$ cat src/rtl/prio_queue.sv
module prio_queue #(
  parameter int DEPTH  = 8,
  parameter int PRIO_W = 3,
  parameter int DATA_W = 16
) (
  input  logic              clk,
  input  logic              rst_n,
  input  logic              push_i,
  input  logic [PRIO_W-1:0] push_prio_i,
  input  logic [DATA_W-1:0] push_data_i,
  input  logic              pop_i,
  output logic              head_valid_o,
  output logic [PRIO_W-1:0] head_prio_o,
  output logic [DATA_W-1:0] head_data_o,
  output logic [$clog2(DEPTH+1)-1:0] count_o,
  output logic              full_o,
  output logic              empty_o,
  output logic              overflow_o,
  output logic              underflow_o
);
  localparam int CNT_W = $clog2(DEPTH + 1);

  logic [PRIO_W-1:0] prio_q [DEPTH];
  logic [DATA_W-1:0] data_q [DEPTH];
  logic [PRIO_W-1:0] sh_prio [DEPTH];
  logic [DATA_W-1:0] sh_data [DEPTH];
  logic [PRIO_W-1:0] nx_prio [DEPTH];
  logic [DATA_W-1:0] nx_data [DEPTH];
  logic [CNT_W-1:0]  count_q, base_n, ins_pos;
  logic              ovf_q, udf_q, pop_ok, push_ok;

  assign full_o       = count_q == CNT_W'(DEPTH);
  assign empty_o      = count_q == '0;
  assign pop_ok       = pop_i && !empty_o;
  assign push_ok      = push_i && (!full_o || pop_ok);
  assign base_n       = count_q - CNT_W'(pop_ok);
  assign head_valid_o = !empty_o;
  assign head_prio_o  = prio_q[0];
  assign head_data_o  = data_q[0];
  assign count_o      = count_q;
  assign overflow_o   = ovf_q;
  assign underflow_o  = udf_q;

  for (genvar g = 0; g < DEPTH; g++) begin : g_shift
    if (g < DEPTH - 1) begin : g_mid
      assign sh_prio[g] = pop_ok ? prio_q[g+1] : prio_q[g];
      assign sh_data[g] = pop_ok ? data_q[g+1] : data_q[g];
    end else begin : g_last
      assign sh_prio[g] = prio_q[g];
      assign sh_data[g] = data_q[g];
    end
  end

  always_comb begin
    ins_pos = '0;
    for (int j = 0; j < DEPTH; j++)
      if (CNT_W'(j) < base_n && sh_prio[j] >= push_prio_i)
        ins_pos = ins_pos + CNT_W'(1);
  end

  for (genvar g = 0; g < DEPTH; g++) begin : g_ins
    if (g == 0) begin : g_head
      assign nx_prio[g] = (push_ok && ins_pos == '0) ? push_prio_i : sh_prio[g];
      assign nx_data[g] = (push_ok && ins_pos == '0) ? push_data_i : sh_data[g];
    end else begin : g_rest
      assign nx_prio[g] = (!push_ok || CNT_W'(g) < ins_pos) ? sh_prio[g] :
                          (CNT_W'(g) == ins_pos) ? push_prio_i : sh_prio[g-1];
      assign nx_data[g] = (!push_ok || CNT_W'(g) < ins_pos) ? sh_data[g] :
                          (CNT_W'(g) == ins_pos) ? push_data_i : sh_data[g-1];
    end
  end

  always_ff @(posedge clk or negedge rst_n) begin
    if (!rst_n) begin
      count_q <= '0;
      ovf_q   <= 1'b0;
      udf_q   <= 1'b0;
      for (int i = 0; i < DEPTH; i++) begin
        prio_q[i] <= '0;
        data_q[i] <= '0;
      end
    end else begin
      count_q <= count_q + CNT_W'(push_ok) - CNT_W'(pop_ok);
      ovf_q   <= push_i && !push_ok;
      udf_q   <= pop_i && empty_o;
      for (int i = 0; i < DEPTH; i++) begin
        prio_q[i] <= nx_prio[i];
        data_q[i] <= nx_data[i];
      end
    end
  end
endmodule

$ cat config.mk
export PLATFORM = sky130hd
export DESIGN_NAME = prio_queue
export DESIGN_NICKNAME = d
export VERILOG_FILES = /design/src/rtl/prio_queue.sv
export SDC_FILE = /design/constraint.sdc
export NUM_CORES = 1
export LEC_CHECK = 0
export BUFFER_PORTS_ARGS = -buffer_cell sky130_fd_sc_hd__buf_2
export CAP_MARGIN = 10
export CORE_MARGIN = 2
export CORE_UTILIZATION = 53
export DETAILED_ROUTE_END_ITERATION = 8
export PLACE_DENSITY = 0.7
export SLEW_MARGIN = 15
export SYNTH_ARGS = -nofsm -noshare
export SYNTH_HDL_FRONTEND = slang
export SYNTH_SLANG_ARGS = --single-unit
$ cat constraint.sdc
create_clock -name clk -period 7.92 [get_ports clk]
set_input_delay 0.792 -clock clk [delete_from_list [all_inputs] [get_ports clk]]
set_output_delay 0.792 -clock clk [all_outputs]
set_load 0.005 [all_outputs]
# Yosys cells after proc, flatten, opt, wreduce, memory -nomap -nowiden
# Cells that the tools add are included.
[totals]
ff_bits = 158
input_bits = 23
out_inout_bits = 28
[classes]
addsub = 10
n_lt_le_gt_ge = 23
eq_ne = 8
mux = 50
n_reduce_logical = 26
[ops]
columns = ["cell", "n"]
rows = [
  ["$mux 16", 21],
  ["$mux 3", 21],
  ["$lt 3x4->1 const A", 8],
  ["$add 4x1->4 const B", 7],
  ["$mux 4", 7],
  ["$ge 3x3->1", 8],
  ["$eq 3x4->1 const A", 4],
  ["$lt 2x4->1 const A", 4],
  ["$logic_and 1x1->1", 13],
  ["$lt 1x4->1 const A", 3],
  ["$eq 2x4->1 const A", 2],
  ["$logic_not 4->1", 2],
  ["$logic_or 1x1->1", 8],
  ["$sub 4x1->4", 2],
  ["$add 4x1->4", 1],
  ["$eq 1x4->1 const A", 1],
  ["$eq 4x4->1 const B", 1],
  ["$logic_not 1->1", 3],
  ["$mux 1", 1],
]

# Longest topological paths before layout
# Gate-level depths: netlist of the first run.
[depth]
ltp_word = 24
ltp_mapped = 39
depth_no_buf = 34

# Worst setup path after synthesis of the first run
# No wires, ideal clock.
[synth_path]
path_kind = "flip-flop to flip-flop"
start = "reg count_q[3], in the netlist count_o[3]"
end = "reg data_q (netlist bit head_data_o[10])"
t_arrival_ns = 7.105
required_time_ns = 7.793
path_slack_ns = 0.687
path_stages_with_launch = 38
path_buffers = 4
synth_period_minus_slack_ns = 7.233
path_cell_list = "dfrtp_1 > inv_1 > ha_1 > nand2_1 > nand2_1 > clkbuf_1 > buf_1 > mux2i_1 > ha_1 > nand2b_1 > a21oi_1 > nor2b_1 > o21ai_0 > inv_1 > ha_1 > o211ai_1 > o41a_1 > o21ai_0 > [... 2 more ...] > o22ai_1 > xnor2_1 > mux2_2 > ha_1 > xnor2_1 > nand2_1 > o21ai_0 > xnor2_1 > o21ai_0 > ha_1 > nand2_1 > xor2_1 > nor3_1 > mux2i_2 > or2_1 > buf_2 > buf_6 > mux2_1"
[synth_lines]
columns = ["element", "line", "source"]
rows = [
  ["start: declaration", "29", "logic [CNT_W-1:0] count_q, base_n, ins_pos;"],
  ["start signal: assignment", "83", "count_q <= count_q + CNT_W'(push_ok) - CNT_W'(pop_ok);"],
  ["end signal: indexed assignment", "88", "data_q[i] <= nx_data[i];"],
  ["end: declaration", "24", "logic [DATA_W-1:0] data_q [DEPTH];"],
]

==> metrics.yaml, run 1 <==
drcViolationCount: 0
grt.total_usage_pct: 23.93
hp-class: "primary input to asynchronous set/reset pin"
clkTransAtPathRegs_ns: 0.07
cp_slowest_cell: "dfrtp_1"
yosysTopAreaCell: "dfrtp_1"
worstSetupPathType: "flop to flop"
synth_cell_types: 61
period_share_pct: 94.27
num_vias: 7706
synth-edff-count: 0
seq_area_frac_synth_pct: 37.60
netlist_area_um2: 10520
place_congestion: 0.8410
hpwl_um: 16190
arrival_ns: 7.81
drv_cap: 0
tightestPinTransition_ns: 0.9536
yosysWarnings: 0
start_util_pct: 54.03
ant_nets: 0
syn_to_final_growth_pct: 11.01
end_kind: "flop"
wirelength_um: 24650
layout.nets: 1091
crit_top_cell: "ha_1"
async_flop_share_pct: 100.0
finalClockSkew_ns: 0.009114
postCtsHoldBufs: 0
cts_sinks: 158
required_ns: 8.26
antenna_found_initial: 0
grt_max_degree: 101
finalSetupViolCount: 0
io_pins: 51
postSynthCellCount: 1027
startpoint_type: "flop"
path_max_fanout: 20
finalInstanceArea_um2: 11670
routedWlPerCell_um: 18.87
drt_iter0_drc: 536
drive_gt1_share_pct: 27.12
slowest_delay_ns: 0.46
grt_pass1_vias: 7251
die_w_um: 144.9
port_buffers: 50
rows: 51
die_height_um: 144.9
status: "finished clean"
slew-limit-headroom_pct: 36.43
cts_max_level: 4
dpl-instance-area_um2: 10900
dieArea_um2: 20980
grt_remaining_overflow: 0
final-hold-violation-count: 0
numCtsBuffers: 17
fmax_ghz: 0.1339
insertion_delay_ns: 0.44
cts_max_path_buffers: 2
core_area_um2: 19460
ys_ff_latch: 158
viasPerCell: 5.900
synth_top_area_share_pct: 37.60
grt_pass1_wl_um: 39230
dr.pass1.iters: 6
drv_slew: 0
rsz0062_at_grt: "true"
cts_tree: "yes"
syn_nets: 1091
finalCriticalPeriod_ns: 7.466
synthTopCellsByArea: "dfrtp_1 (38%), mux2i_1 (13%), mux2_2 (13%)"
cts-root-buf: "clkbuf_16"
syn_area_per_cell_um2: 10.24
synth_ff_type: "dfrtp_1"
rrSetupSlack_ns: 0.45
[Yosys cell counts, types with 13 or more instances]
| library cell | instances |
|---|---|
| dfrtp_1 | 158 |
| mux2i_1 | 134 |
| mux2_2 | 118 |
| nand2_1 | 108 |
| o21ai_0 | 75 |
| clkbuf_1 | 45 |
| ha_1 | 40 |
| o22ai_1 | 37 |
| buf_4 | 30 |
| inv_1 | 25 |
| nand2b_1 | 21 |
| o21ai_1 | 20 |
| nor2_1 | 17 |
| a2bb2oi_1 | 16 |
| a21oi_1 | 15 |
| o221a_2 | 15 |
| xnor2_1 | 13 |
[path summary, 6_finish.rpt]
check / cells after the start / to / start
setup / recovery: 35 / data_q[16]$_DFF_PN0_ / count_o[3]$_DFF_PN0_
hold / removal: 1 / prio_q[2]$_DFFE_PN0N_ / rst_n
setup reg to reg: 35 / data_q[16]$_DFF_PN0_ / count_o[3]$_DFF_PN0_
hold reg to reg: 2 / prio_q[2]$_DFFE_PN0N_ / prio_q[2]$_DFFE_PN0N_
max in group asynchronous: 2 / data_q[94]$_DFF_PN0_ / rst_n
min in group clk: 2 / prio_q[2]$_DFFE_PN0N_ / prio_q[2]$_DFFE_PN0N_
[layout make-up]
cell class,instances,area (um^2)
antenna,1,2.502
clock buffer,17,425.4
clock inverter,15,173.9
fill,1602,7790
inverter,25,93.84
multi-input combinational,747,6142
sequential,158,3954
tap,265,331.6
timing repair buffer,78,549.3
[registers in the layout, summed over array words and instances, names as in the netlist]
signal and count:
data_q 112, prio_q 21, head_prio_o 3, overflow_o 1, underflow_o 1, count_o 4
head_data_o 16
[cells by family (layout without fill, tap and decap cells)]
kind of cell	Yosys count	after routing	share of synthesized area [%]
XOR/XNOR	24	24	2.142
multiplexers	266	267	27.11
flip-flops	158	158	37.60
other	0	1	0
buffers and inverters	123	135	5.842
AO/OA/AOI/OAI	212	212	13.20
AND/OR/NAND/NOR	203	203	9.162
adder cells (fa/ha/maj)	41	41	4.950
[worst max-delay path, delay by kind of cell (launching register included)]
kind	cells	cell delay [ns]
AO/OA/AOI/OAI	8	1.21
XOR/XNOR	4	0.95
adder cells (fa/ha/maj)	6	1.50
buffers and inverters	4	0.59
flip-flops	1	0.46
multiplexers	3	1.10
AND/OR/NAND/NOR	10	1.55
[stage by stage]
step                      TNS (ns)  cells  worst slack, ns  hold WS [ns]  util (%)
after floorplan                  0   1027           0.6871        0.4746         -
after global placement           0   1266           0.2607        0.5039     55.99
after CTS                        0   1298           0.1090        0.5261     59.07
after global routing      -0.02030   1305        -0.008159        0.5486     59.96
after detailed placement         0   1266           0.1269        0.5144     55.99
final                            0   1306           0.4538        0.4568     59.97
[cell usage in the layout (no fill, tap or decap), types with 11 or more instances in the layout]
cell and instances:
clkbuf_16 17, mux2i_1 127, nor2b_1 11, o21ai_1 19, o221a_2 15, mux2_2 118, buf_4 20, nor2_1 17
a21oi_1 15, o22ai_1 37, a2bb2oi_1 16, inv_1 25, dfrtp_1 158, ha_1 40, nand2b_1 21, o21ai_0 75
buf_2 49, nand2_1 106
[routing by layer]
layer  vias to the layer above  global-route usage [%]  share of wire (%)
li1                       3712                       -                  -
met5                         -                       0                  0
met1                      3754                   35.57                 49
met2                       208                   36.05                 45
met3                        32                   3.916                4.6
met4                         0                   6.796                1.2
[timing repair]
item	in CTS	in global routing
endpoints found under the setup margin	0	130
setup buffers	0	6
gates resized for setup	0	15
Power of run 1 is not shown: default switching activity piles up to over one toggle a cycle in this logic, so the estimate is an artifact.
==> inputs of run 2 (changes only) <==
PLACE_DENSITY = 0.73   (was 0.7)
clock period = 6.4 ns   (was 7.92 ns; I/O delays follow)
==> metrics.yaml, run 2 (synthesized netlist as in run 1, its figures left out) <==
largest_reg_flops: 112  # unchanged
hp-class: "primary input to asynchronous set/reset pin"  # unchanged
core_area_um2: 19460  # unchanged
ant_nets: 0  # unchanged
routedWlPerCell_um: 20.73  # was 18.87 um
multi_input_area_um2: 6502  # was 6142 um^2
max_flop_register: "data_q"  # unchanged
grt_max_degree: 106  # was 101
drv_slew: 0  # unchanged
cp_slowest_cell: "nor4_2"  # was dfrtp_1
startpoint_type: "flop"  # unchanged
worstSetupPathType: "flop to flop"  # unchanged
required_ns: 6.70  # was 8.26 ns
final.fill_count: 1406  # was 1602
die_w_um: 144.9  # unchanged
cts_sinks: 158  # unchanged
violations: "negative setup slack"
grt_remaining_overflow: 0  # unchanged
cts_tree: "yes"  # unchanged
final-hold-violation-count: 0  # unchanged
timing.critical_path.from: "count_o[3]$_DFF_PN0_"  # unchanged
grt.total_usage_pct: 26.00  # was 23.93%
path_max_fanout: 15  # was 20
die_height_um: 144.9  # unchanged
num_vias: 8256  # was 7706
period_share_pct: 100.7  # was 94.27%
drt_iter0_drc: 604  # was 536
timing.rr.start: "count_o[3]$_DFF_PN0_"  # unchanged
regArea_um2: 3955  # was 3954 um^2
wirelength_um: 28630  # was 24650 um
hpwl_um: 16810  # was 16190 um
cts_max_path_buffers: 2  # unchanged
port_buffers: 50  # unchanged
reg2reg_depth: 34  # was 35
grt_pass1_vias: 8040  # was 7251
start_util_pct: 54.03  # unchanged
insertion_delay_ns: 0.43  # was 0.44 ns
dpl-instance-area_um2: 11390  # was 10900 um^2
status: "complete, but fails checks"  # was finished clean
drcViolationCount: 0  # unchanged
end_kind: "flop"  # unchanged
drv_cap: 0  # unchanged
fmax_ghz: 0.1552  # was 0.1339 GHz
postCtsHoldBufs: 0  # unchanged
num_antenna_cells: 0  # was 1
rsz0062_at_grt: "true"  # unchanged
rrSetupSlack_ns: -0.04  # was 0.45 ns
setup_ws_ns: -0.04330  # was 0.4538 ns
arrival_ns: 6.74  # was 7.81 ns
drive_gt1_share_pct: 36.38  # was 27.12%
dieArea_um2: 20980  # unchanged
place_congestion: 0.8708  # was 0.8410
rows: 51  # unchanged
clkTransAtPathRegs_ns: 0.07  # about the same
slew-limit-headroom_pct: 35.89  # was 36.43%
final_cell_mix: "dfrtp_1 (157), mux2i_1 (125), mux2_2 (112)"  # was dfrtp_1 (158), mux2i_1 (127), mux2_2 (118)
layout_commonest_cell: "dfrtp_1"  # unchanged
io_pins: 51  # unchanged
finalInstanceArea_um2: 12900  # was 11670 um^2
cts_max_level: 4  # unchanged
finalSetupViolCount: 6  # was 0
regToRegEndpoint: "data_q[81]$_DFF_PN0_"  # was data_q[16]$_DFF_PN0_
cts-root-buf: "clkbuf_16"  # unchanged
dr.pass1.iters: 6  # unchanged
numCtsBuffers: 17  # unchanged
finalCriticalPeriod_ns: 6.443  # was 7.466 ns
grt_pass1_wl_um: 42560  # was 39230 um
slowest_delay_ns: 0.49  # was 0.46 ns
tightestPinTransition_ns: 0.9616  # was 0.9536 ns
layout.nets: 1167  # was 1091
finalClockSkew_ns: 0.01047  # was 0.009114 ns
cp-endpoint: "data_q[81]$_DFF_PN0_"  # was data_q[16]$_DFF_PN0_
viasPerCell: 5.978  # was 5.900
antenna_found_initial: 0  # unchanged
syn_to_final_growth_pct: 22.64  # was 11.01%
-- run 2: cell types whose count changed in the layout (fill, tap and decap cells not counted), sizes merged --
| cell | delta |
|---|---|
| buf | +70 |
| clkbuf | +10 |
| inv | -5 |
| bufinv | -2 |
| clkinv | +2 |
| clkinvlp | +1 |
| diode | -1 |
-- run 2: worst max-delay path, delay by kind of cell (launching register included) --
kind | cells | cell delay [ns]
AND/OR/NAND/NOR | 8 | 1.28
XOR/XNOR | 4 | 0.65
multiplexers | 3 | 0.74
flip-flops | 1 | 0.42
AO/OA/AOI/OAI | 7 | 1.05
adder cells (fa/ha/maj) | 5 | 1.18
buffers and inverters | 7 | 0.96
-- run 2: repair_timing --
| action | CTS | global route |
|---|---|---|
| endpoints found under the setup margin | 114 | 152 |
| cloned | 2 | 7 |
| gates resized for setup | 29 | 62 |
| buffers inserted | 16 | 21 |
| pin swaps | 5 | 21 |
-- run 2: layout make-up --
type,instances,area share [%]
clock buffer,21,3.648
timing repair buffer,154,11.27
tap,265,2.571
inverter,25,0.7665
multi-input combinational,747,50.42
clock inverter,11,0.6500
sequential,158,30.67
-- run 2: through the flow --
stage	std cells	hold slack, ns	util (%)	TNS (ns)	setup WS (ns)
6_report	1381	0.3326	66.26	-0.1256	-0.04330
3_5_place_dp	1303	0.5264	58.54	-5.875	-0.1426
2_1_floorplan	1027	0.3444	-	0	0.002469
4_1_cts	1353	0.3829	63.18	-0.08296	-0.02581
3_3_place_gp	1303	0.5155	58.54	0	0.005869
5_1_grt	1381	0.3886	66.26	-19.44	-0.2485
-- run 2: how the worst min path moves through the flow --
stage | cells past startpoint | slack [ns] | end
after floorplan | 0 | 0.34 | count_o[0]$_DFF_PN0_
after global placement | 2 | 0.52 | prio_q[1]$_DFFE_PN0N_
after detailed placement | 2 | 0.53 | prio_q[1]$_DFFE_PN0N_
after CTS | 1 | 0.38 | data_q[108]$_DFF_PN0_
after global routing | 1 | 0.39 | data_q[108]$_DFF_PN0_
final | 1 | 0.33 | data_q[108]$_DFF_PN0_
-- run 2: routing by layer --
layer  vias up  wire length, um  GRT usage, %
li1       3863                -             -
met1      4098            12790         36.11
met2       255            13730         42.13
met3        40             1564         4.541
met4         0              547         6.949
met5         -                0             0
Power of run 2 is left out for the same reason.
